**config.mk**
```make
export PLATFORM = sky130hd
export DESIGN_NAME = tdm_tx_mapper
export DESIGN_NICKNAME = d
export VERILOG_FILES = /design/src/rtl/tdm_tx_pkg.sv /design/src/rtl/tdm_link_sync.sv /design/src/rtl/tdm_frame_timer.sv /design/src/rtl/tdm_slot_serializer.sv /design/src/rtl/tdm_tx_mapper.sv
export SDC_FILE = /design/constraint.sdc
export NUM_CORES = 1
export LEC_CHECK = 0
export BUFFER_PORTS_ARGS = -buffer_cell sky130_fd_sc_hd__buf_2
export CAP_MARGIN = 30
export CORE_AREA = 3 3 96 98
export DETAILED_ROUTE_END_ITERATION = 8
export DIE_AREA = 0 0 99 101
export HOLD_SLACK_MARGIN = 0.06
export MAX_ROUTING_LAYER = met4
export PLACE_DENSITY = 0.65
export SLEW_MARGIN = 20
export SYNTH_ARGS = -nofsm -noshare
export SYNTH_HDL_FRONTEND = slang
export SYNTH_HIERARCHICAL = 1
export SYNTH_SLANG_ARGS = --single-unit
```
**constraint.sdc**
```tcl
create_clock -name clk_i -period 11.05 [get_ports clk_i]
set_input_delay 2.21 -clock clk_i [delete_from_list [all_inputs] [get_ports clk_i]]
set_output_delay 2.21 -clock clk_i [all_outputs]
set_load 0.01 [all_outputs]
```
**src/rtl/tdm_tx_pkg.sv**
```systemverilog
package tdm_tx_pkg;
  typedef enum logic {
    FRM_193 = 1'b0,
    FRM_256 = 1'b1
  } frame_mode_e;
endpackage

```
**src/rtl/tdm_link_sync.sv**
```systemverilog
module tdm_link_sync #(
  parameter int SYNC_STAGES = 2
) (
  input  logic clk_i,
  input  logic rst_ni,
  input  logic lclk_i,
  input  logic fp_i,
  input  logic edge_sel_i,
  input  logic fp_pol_i,
  output logic tick_o,
  output logic fp_act_o
);
  logic [SYNC_STAGES:0]   lclk_pipe;
  logic [SYNC_STAGES-1:0] fp_pipe;

  for (genvar s = 0; s <= SYNC_STAGES; s++) begin : g_lclk
    always_ff @(posedge clk_i or negedge rst_ni) begin
      if (!rst_ni) lclk_pipe[s] <= 1'b0;
      else if (s == 0) lclk_pipe[s] <= lclk_i;
      else lclk_pipe[s] <= lclk_pipe[(s == 0) ? 0 : s-1];
    end
  end

  for (genvar s = 0; s < SYNC_STAGES; s++) begin : g_fp
    always_ff @(posedge clk_i or negedge rst_ni) begin
      if (!rst_ni) fp_pipe[s] <= 1'b0;
      else if (s == 0) fp_pipe[s] <= fp_i;
      else fp_pipe[s] <= fp_pipe[(s == 0) ? 0 : s-1];
    end
  end

  // fp is aligned with the lclk sample that produces the tick
  always_comb begin
    if (edge_sel_i) tick_o = lclk_pipe[SYNC_STAGES-1] & ~lclk_pipe[SYNC_STAGES];
    else            tick_o = ~lclk_pipe[SYNC_STAGES-1] & lclk_pipe[SYNC_STAGES];
    fp_act_o = (fp_pipe[SYNC_STAGES-1] == fp_pol_i);
  end
endmodule

```
**src/rtl/tdm_frame_timer.sv**
```systemverilog
module tdm_frame_timer
  import tdm_tx_pkg::*;
#(
  parameter int SLOT_BITS = 8,
  parameter int N_SLOTS   = 32,
  parameter int T1_SLOTS  = 24,
  localparam int POS_W    = $clog2(N_SLOTS*SLOT_BITS),
  localparam int BIT_W    = $clog2(SLOT_BITS),
  localparam int SLOT_W   = $clog2(N_SLOTS)
) (
  input  logic               clk_i,
  input  logic               rst_ni,
  input  logic               tick_i,
  input  logic               fp_act_i,
  input  logic               fp_src_i,
  input  logic               fp_pol_i,
  input  logic               mode_i,
  input  logic [N_SLOTS-1:0] mask_i,
  output logic               slot_on_o,
  output logic               slot_first_o,
  output logic               fp_o,
  output logic [POS_W-1:0]   pos_o,
  output frame_mode_e        mode_o,
  output logic [N_SLOTS-1:0] mask_o
);
  localparam logic [POS_W-1:0] LEN256_M1 = POS_W'(N_SLOTS*SLOT_BITS - 1);
  localparam logic [POS_W-1:0] LEN193_M1 = POS_W'(T1_SLOTS*SLOT_BITS);

  logic [POS_W-1:0]   pos_q, nxt_pos, len_m1, q_pos;
  frame_mode_e        mode_q, nxt_mode;
  logic [N_SLOTS-1:0] mask_q, nxt_mask;
  logic               fp_q, frame_start, nxt_fbit;
  logic [SLOT_W-1:0]  nxt_slot;
  logic [BIT_W-1:0]   nxt_bit;

  always_comb begin
    len_m1      = (mode_q == FRM_193) ? LEN193_M1 : LEN256_M1;
    if (!fp_src_i && fp_act_i) nxt_pos = '0;
    else if (pos_q == len_m1)  nxt_pos = '0;
    else                       nxt_pos = pos_q + 1'b1;
    frame_start = (nxt_pos == '0);
    nxt_mode    = frame_start ? frame_mode_e'(mode_i) : mode_q;
    nxt_mask    = frame_start ? mask_i : mask_q;
    nxt_fbit    = (nxt_mode == FRM_193) && frame_start;
    q_pos       = (nxt_mode == FRM_193) ? nxt_pos - 1'b1 : nxt_pos;
    nxt_slot    = SLOT_W'(q_pos >> BIT_W);
    nxt_bit     = q_pos[BIT_W-1:0];
    slot_on_o   = !nxt_fbit && nxt_mask[nxt_slot];
    slot_first_o = (nxt_bit == '0);
  end

  always_ff @(posedge clk_i or negedge rst_ni) begin
    if (!rst_ni) begin
      pos_q  <= LEN256_M1;
      mode_q <= FRM_256;
      mask_q <= '0;
      fp_q   <= 1'b0;
    end else if (tick_i) begin
      pos_q  <= nxt_pos;
      mode_q <= nxt_mode;
      mask_q <= nxt_mask;
      fp_q   <= frame_start ? fp_pol_i : ~fp_pol_i;
    end
  end

  assign fp_o   = fp_q;
  assign pos_o  = pos_q;
  assign mode_o = mode_q;
  assign mask_o = mask_q;
endmodule

```
**src/rtl/tdm_slot_serializer.sv**
```systemverilog
module tdm_slot_serializer #(
  parameter int             SLOT_BITS = 8,
  parameter logic [SLOT_BITS-1:0] IDLE_BYTE = '1
) (
  input  logic                 clk_i,
  input  logic                 rst_ni,
  input  logic                 tick_i,
  input  logic                 slot_on_i,
  input  logic                 slot_first_i,
  input  logic [SLOT_BITS-1:0] in_data_i,
  input  logic                 in_valid_i,
  output logic                 in_ready_o,
  output logic                 sdo_o,
  output logic                 oe_o,
  output logic                 underrun_o
);
  logic [SLOT_BITS-1:0] shreg_q;
  logic                 oe_q, urun_q, load;

  assign load       = tick_i && slot_on_i && slot_first_i;
  assign in_ready_o = load;

  always_ff @(posedge clk_i or negedge rst_ni) begin
    if (!rst_ni) begin
      shreg_q <= '0;
      oe_q    <= 1'b0;
      urun_q  <= 1'b0;
    end else begin
      urun_q <= load && !in_valid_i;
      if (tick_i) begin
        oe_q <= slot_on_i;
        if (load) shreg_q <= in_valid_i ? in_data_i : IDLE_BYTE;
        else      shreg_q <= {shreg_q[SLOT_BITS-2:0], 1'b0};
      end
    end
  end

  assign sdo_o      = shreg_q[SLOT_BITS-1];
  assign oe_o       = oe_q;
  assign underrun_o = urun_q;
endmodule

```
**src/rtl/tdm_tx_mapper.sv**
```systemverilog
module tdm_tx_mapper
  import tdm_tx_pkg::*;
#(
  parameter int SLOT_BITS   = 8,
  parameter int N_SLOTS     = 32,
  parameter int T1_SLOTS    = 24,
  parameter int SYNC_STAGES = 2,
  localparam int HALF_W     = N_SLOTS/2,
  localparam int POS_W      = $clog2(N_SLOTS*SLOT_BITS)
) (
  input  logic                 clk_i,
  input  logic                 rst_ni,
  input  logic                 lclk_i,
  input  logic                 edge_sel_i,
  input  logic                 fp_src_i,
  input  logic                 fp_pol_i,
  input  logic                 fp_i,
  output logic                 fp_o,
  input  logic                 mode_i,
  input  logic [HALF_W-1:0]    mask_lo_i,
  input  logic [HALF_W-1:0]    mask_hi_i,
  input  logic [SLOT_BITS-1:0] in_data_i,
  input  logic                 in_valid_i,
  output logic                 in_ready_o,
  output logic                 sdo_o,
  output logic                 oe_o,
  output logic                 underrun_o
);
  logic               tick, fp_act, slot_on, slot_first;
  logic [POS_W-1:0]   pos_q;
  frame_mode_e        mode_q;
  logic [N_SLOTS-1:0] mask_q;

  tdm_link_sync #(.SYNC_STAGES(SYNC_STAGES)) u_sync (
    .clk_i, .rst_ni, .lclk_i, .fp_i, .edge_sel_i, .fp_pol_i,
    .tick_o(tick), .fp_act_o(fp_act)
  );

  tdm_frame_timer #(.SLOT_BITS(SLOT_BITS), .N_SLOTS(N_SLOTS), .T1_SLOTS(T1_SLOTS)) u_timer (
    .clk_i, .rst_ni, .tick_i(tick), .fp_act_i(fp_act), .fp_src_i, .fp_pol_i,
    .mode_i, .mask_i({mask_hi_i, mask_lo_i}),
    .slot_on_o(slot_on), .slot_first_o(slot_first), .fp_o,
    .pos_o(pos_q), .mode_o(mode_q), .mask_o(mask_q)
  );

  tdm_slot_serializer #(.SLOT_BITS(SLOT_BITS)) u_ser (
    .clk_i, .rst_ni, .tick_i(tick), .slot_on_i(slot_on), .slot_first_i(slot_first),
    .in_data_i, .in_valid_i, .in_ready_o, .sdo_o, .oe_o, .underrun_o
  );
endmodule

```
==> metrics.cfg, run 1 <==
[cells_and_area]
area_growth_pct=14.0
fin_nets=467
design_area_um2=4180
diodes=0
final_common_cell=buf_2
drive_gt1_share_pct=36.1
final_cell_mix=buf_2 (53), dfrtp_1 (48), mux2_2 (42)

[drt]
avgViaCountPerCell=5.68
wire_per_inst_um=16.2
vias=3006
drt_iter0_drc=216
firstDrtPassIters=6
drc=0
ant_nets=0
totalWireLength_um=8600

[floorplan]
ios=54
core_um2=8550
initial_core_util_pct=42.9
die_w_um=99
die_area_um2=10000
die_h_um=101
fp-row-count=34

[clocking]
cts_hold_buf=0
cts_setup_buffers=0
insertion_delay_ps=340
root_buffer=clkbuf_8
cts-htree-levels=3
clkSinkCount=57
cts_tree=yes
cts_inserted_buffers=9
clock_path_buffers=2
path_clk_slew_ps=60
ctsResizeCount=0

[job]
max_cap_violations=0

[synth]
synth_flop_cell=dfrtp_1
synthCells=369
async_flop_share_pct=100
synth.top_cell.area_share_pct=32.7
syn-num-nets=420
yosysTopAreaCell=dfrtp_1
ys_top_cells_by_area=dfrtp_1 (33%), mux2_2 (13%), dfstp_2 (6.4%)
synth_edf_count=0
ys_types=70
post_synth.cell_area_avg_um2=9.95
yosysSeqAreaShare_pct=39.2
synth_warnings=6
synth-seq-cells=57
mappedNetlistArea_um2=3670

[placement]
port_buffers=53
gp_congestion=0.892
placedInstanceArea_um2=3980
dp_hpwl_um=6100

[critical_path]
crit_required_ps=8840
end_kind=primary output
path_class=in2out
ff2ff_path_depth=19
crit_chain=buf_2 -> xnor2_1 -> nor2b_1 -> a21oi_1 -> buf_4 -> nand2b_1 -> ha_1 -> nand2_1 -> a21oi_2 -> buf_6 -> o311ai_4 -> mux2_2 -> nor2_1 -> a2111oi_0 -> a211oi_1 -> or3_1 -> a21oi_1 -> nand3_4 -> inv_1 -> buf_2
r2r-end=u_ser/shreg_q[6]$_DFFE_PN0P_
worstSetupEndpoint=in_ready_o
cp_max_fo=18
reg2reg_from=u_timer/mode_o$_DFFE_PN1P_
worst_ep_arrival_time_ps=6830
r2r_slack_ps=5490
cp-start-kind=primary input
critical_path.slowest_cell=o311ai_4
startpoint=fp_pol_i
max_stage_delay_ps=770

[power_and_ir_drop]
ir_drop_mv=0.115
leakagePower_nw=1.78
p_per_area_nw_per_um2=262

[sta]
min_period_ps=9040
max_freq_ghz=0.111
drv_slew=0
slew_headroom_pct=41.3
whs_ps=356
setup_tns_ps=0
setup_viol=0
grt_setup_unrepaired=no
worst_slew_pin_slew_ps=879
worst_clock_skew_ps=9.04
finalHoldViolCount=0
fin_crit_sh_pct=81.8

[global_routing]
antenna_found_initial=0
overflow=0
grt_pass1_vias=2886
grt_pass1_wl_um=14100
grt_usage_pct=18.3
grt_max_degree=58

[status]
outcome=completed

[hold_path]
min_path_type=reg2reg

-- kinds of logic (layout without fill, tap and decap cells) --
group                      after synthesis  in the layout  share of synthesized area (%)
DFF                                     57             57                           39.2
xor gates and xnor gates                15             15                           3.99
adders and majority gates                2              2                          0.682
and+or+nand+nor                        127            127                           17.7
muxes                                   54             54                           16.9
AOI/OAI and AO/OA                       77             77                           16.8
buffers and inverters                   37             89                           4.81
-- report_power, final --
part | switching, mW | internal [mW] | total [mW] | leakage [nW]
clock network | 0.0812 | 0.0985 | 0.180 | 0.0992
registers | 0.0676 | 0.299 | 0.367 | 0.659
logic | 0.296 | 0.255 | 0.551 | 1.02
total | 0.445 | 0.652 | 1.10 | 1.78
-- sequential cells by signal (all words and copies together), names as in the netlist --
name	cells
u_timer/mask_o	32
u_ser/shreg_q	8
u_timer/pos_o	8
u_sync/lclk_pipe	3
u_sync/fp_pipe	2
u_ser/oe_o	1
u_ser/underrun_o	1
u_timer/fp_o	1
u_timer/mode_o	1
-- metal layers --
metal	vias up	wire length (µm)	global-route usage, %
met5	-	0	-
li1	1460	-	-
met2	106	4030	27.4
met1	1426	3920	24.4
met3	14	482	4.08
met4	0	155	6.72
-- cells in the mapped netlist (all sizes together), types with 3 or more instances --
master   number
dfrtp        48
o31ai         3
a21boi        4
a31oi         4
dfstp         9
nor3         16
o22ai         6
buf          18
o311ai        3
nand2        32
nor4          6
a311oi        9
a211oi        5
nand2b        3
and3          3
clkbuf        6
nand3        15
xor2          3
a2111oi       3
and2          4
mux2i        10
nand3b        3
or3           4
o21a          3
a21oi        11
mux2         43
nand4         4
inv          13
o21ai        12
nor2         29
xnor2        12
o211ai        3
-- how the worst min path moves through the flow --
stage                                       start                            end  slack (ps)  depth (start not counted)
global placement    u_sync/lclk_pipe[0]$_DFF_PN0_  u_sync/lclk_pipe[1]$_DFF_PN0_         330                          0
finish              u_sync/lclk_pipe[0]$_DFF_PN0_  u_sync/lclk_pipe[1]$_DFF_PN0_         360                          0
CTS                   u_sync/fp_pipe[0]$_DFF_PN0_    u_sync/fp_pipe[1]$_DFF_PN0_         360                          0
global route        u_sync/lclk_pipe[0]$_DFF_PN0_  u_sync/lclk_pipe[1]$_DFF_PN0_         370                          0
floorplan             u_sync/fp_pipe[0]$_DFF_PN0_    u_sync/fp_pipe[1]$_DFF_PN0_         330                          0
detailed placement    u_sync/fp_pipe[0]$_DFF_PN0_    u_sync/fp_pipe[1]$_DFF_PN0_         340                          0
-- metrics by stage --
stage / utilization (%) / power [mW] / std cells / setup slack [ps]
after floorplan: - / 0.785 / 369 / 2900
after global placement: 46.6 / 0.894 / 511 / 1910
after detailed placement: 46.6 / 0.909 / 511 / 1690
after CTS: 48.7 / 1.09 / 527 / 1710
after global routing: 48.9 / 1.18 / 529 / 1630
final: 48.9 / 1.10 / 529 / 2010
-- layout make-up --
| cell class | count | area [µm²] |
|---|---|---|
| Sequential cell | 57 | 1440 |
| Inverter | 13 | 48.8 |
| Fill cell | 789 | 4370 |
| Multi-Input combinational cell | 275 | 2060 |
| Timing Repair Buffer | 60 | 322 |
| Tap cell | 108 | 135 |
| Clock buffer | 13 | 169 |
| Clock inverter | 3 | 15.0 |
-- worst max-delay path, delay by kind of cell --
family	cells	cell delay, ps
xor+xnor	1	120
buf+inv	5	780
mux	1	300
simple gates	6	1110
compound gates	6	2050
fa+ha+maj	1	250
(Power assumes the default switching activity.)
==> inputs of run 2 (changes only) <==
--- a/config.mk
+++ b/config.mk
@@ -12,7 +12,7 @@
 export DIE_AREA = 0 0 99 101
 export HOLD_SLACK_MARGIN = 0.06
 export MAX_ROUTING_LAYER = met4
-export PLACE_DENSITY = 0.65
+export PLACE_DENSITY = 0.67
 export SLEW_MARGIN = 20
 export SYNTH_ARGS = -nofsm -noshare
 export SYNTH_HDL_FRONTEND = slang
==> constraint.sdc (replaced) <==
create_clock -name clk_i -period 8.2 [get_ports clk_i]
set_input_delay 1.64 -clock clk_i [delete_from_list [all_inputs] [get_ports clk_i]]
set_output_delay 1.64 -clock clk_i [all_outputs]
set_load 0.01 [all_outputs]
==> metrics.cfg, run 2 (synthesis gave the netlist of run 1 again) <==
[status]
outcome=completed

[floorplan]
core_um2=8550
ios=54
fp-row-count=34
die_h_um=101
initial_core_util_pct=42.9
die_w_um=99
die_area_um2=10000

[clocking]
ctsResizeCount=0
root_buffer=clkbuf_8
path_clk_slew_ps=60
cts_setup_buffers=0
cts_inserted_buffers=9
clock_path_buffers=2
cts_tree=yes
cts_hold_buf=0
insertion_delay_ps=330
clkSinkCount=57
cts-htree-levels=3

[cells_and_area]
area_growth_pct=13.3
diodes=0
drive_gt1_share_pct=35.8
largest_reg_flops=32
final_cells=530
final_cell_mix=buf_2 (53), dfrtp_1 (48), mux2_2 (42)
final_core_util_pct=48.6
final_common_cell=buf_2
nFillCells=783
fin_nets=468

[sta]
drv_slew=0
setup_tns_ps=0
worst_slew_pin_slew_ps=737
worst_clock_skew_ps=11.7
grt_setup_unrepaired=no
max_freq_ghz=0.131
setup_viol=0
slew_headroom_pct=50.7
finalHoldViolCount=0
fin_crit_sh_pct=92.7
min_period_ps=7600

[drt]
firstDrtPassIters=5
drc=0
ant_nets=0
vias=3057
avgViaCountPerCell=5.77
drt_iter0_drc=270
totalWireLength_um=8550
wire_per_inst_um=16.1

[critical_path]
reg2reg_from=u_timer/mode_o$_DFFE_PN1P_
cp_max_fo=17
r2r_slack_ps=2910
ff2ff_path_depth=17
r2r-end=u_ser/shreg_q[6]$_DFFE_PN0P_
startpoint=fp_pol_i
worst-path-buf-inv=3
end_kind=primary output
critical_path.slowest_cell=a2111oi_0
worstSetupEndpoint=in_ready_o
path_delay_family=compound AO/OA/AOI/OAI gates
crit_required_ps=6560
cp-start-kind=primary input
worst_ep_arrival_time_ps=5960
cp.depth=17
path_class=in2out
max_stage_delay_ps=520
crit_chain=buf_2 -> xnor2_1 -> nor2b_1 -> a21oi_1 -> nand2b_1 -> ha_1 -> nand2_1 -> a21oi_2 -> o311ai_4 -> mux2i_1 -> a2111oi_0 -> nor4_1 -> or3_1 -> a21oi_1 -> nand3_4 -> inv_1 -> buf_2

[job]
max_cap_violations=0

[placement]
dp_hpwl_um=6210
gp_congestion=0.947
port_buffers=53
placed_cells=514

[global_routing]
grt_pass1_vias=2892
grt_pass1_wl_um=14400
grt_max_degree=58
grt_usage_pct=18.1
antenna_found_initial=0
overflow=0

[power_and_ir_drop]
combPwrFrac_pct=51.4
switching_share_pct=41.1
power_frac_seq_pct=33.9
p_int_mw=0.856
p_per_area_nw_per_um2=349
ir_drop_mv=0.199
clkPwrFrac_pct=14.7
p_sw_mw=0.597
total_power_mw=1.45
leakagePower_nw=1.77

[hold_path]
min_path_type=reg2reg

run 2: cell count changes in the layout (fill, tap and decap cells not counted):
| cell | before | now |
|---|---|---|
| clkbuf_8 | 12 | 9 |
| clkinv_2 | 3 | 4 |
| buf_6 | 1 | 0 |
| buf_4 | 6 | 8 |
| clkbuf_1 | 1 | 3 |
run 2: worst min-delay path by stage:
stage / startpoint / end / slack (ps) / cells after the start
2_1_floorplan: u_sync/fp_pipe[0]$_DFF_PN0_ / u_sync/fp_pipe[1]$_DFF_PN0_ / 330 / 0
3_3_place_gp: u_sync/lclk_pipe[0]$_DFF_PN0_ / u_sync/lclk_pipe[1]$_DFF_PN0_ / 330 / 0
3_5_place_dp: u_sync/lclk_pipe[0]$_DFF_PN0_ / u_sync/lclk_pipe[1]$_DFF_PN0_ / 340 / 0
4_1_cts: u_sync/lclk_pipe[0]$_DFF_PN0_ / u_sync/lclk_pipe[1]$_DFF_PN0_ / 360 / 0
5_1_grt: u_sync/lclk_pipe[0]$_DFF_PN0_ / u_sync/lclk_pipe[1]$_DFF_PN0_ / 370 / 0
6_report: u_sync/lclk_pipe[0]$_DFF_PN0_ / u_sync/lclk_pipe[1]$_DFF_PN0_ / 360 / 0
run 2: layout make-up:
class / count / area (µm²) / area share [%]
multi-input cells: 275 / 2060 / 49.5
flip-flops and latches: 57 / 1440 / 34.6
well taps: 108 / 135 / 3.25
clock inverters: 4 / 20.0 / 0.481
clock buffers: 12 / 135 / 3.25
inverters: 13 / 48.8 / 1.17
repair buffers: 61 / 325 / 7.82
run 2: metal layers:
metal	share of wire, %	global-route usage (%)	vias to the layer above
met3	4.4	3.53	17
met5	0	-	-
met2	47	27.7	93
li1	-	-	1462
met1	46	24.2	1485
met4	2.0	5.99	0
run 2: per-stage QoR:
stage                     instance area (µm²)  setup slack (ps)  hold WS (ps)
after floorplan                          3670              1190           331
after global placement                   4000               818           335
after detailed placement                 4000               686           341
after CTS                                4160               671           356
after global routing                     4160               226           365
final                                    4160               595           358
run 2: power by group through the flow:
stage          Clock (mW)  Combinational, mW  Sequential [mW]
6_report            0.213              0.747            0.492
4_1_cts             0.220              0.741            0.491
3_5_place_dp            0              0.738            0.496
5_1_grt             0.234              0.813            0.507
2_1_floorplan           0              0.603            0.456
3_3_place_gp            0              0.724            0.491
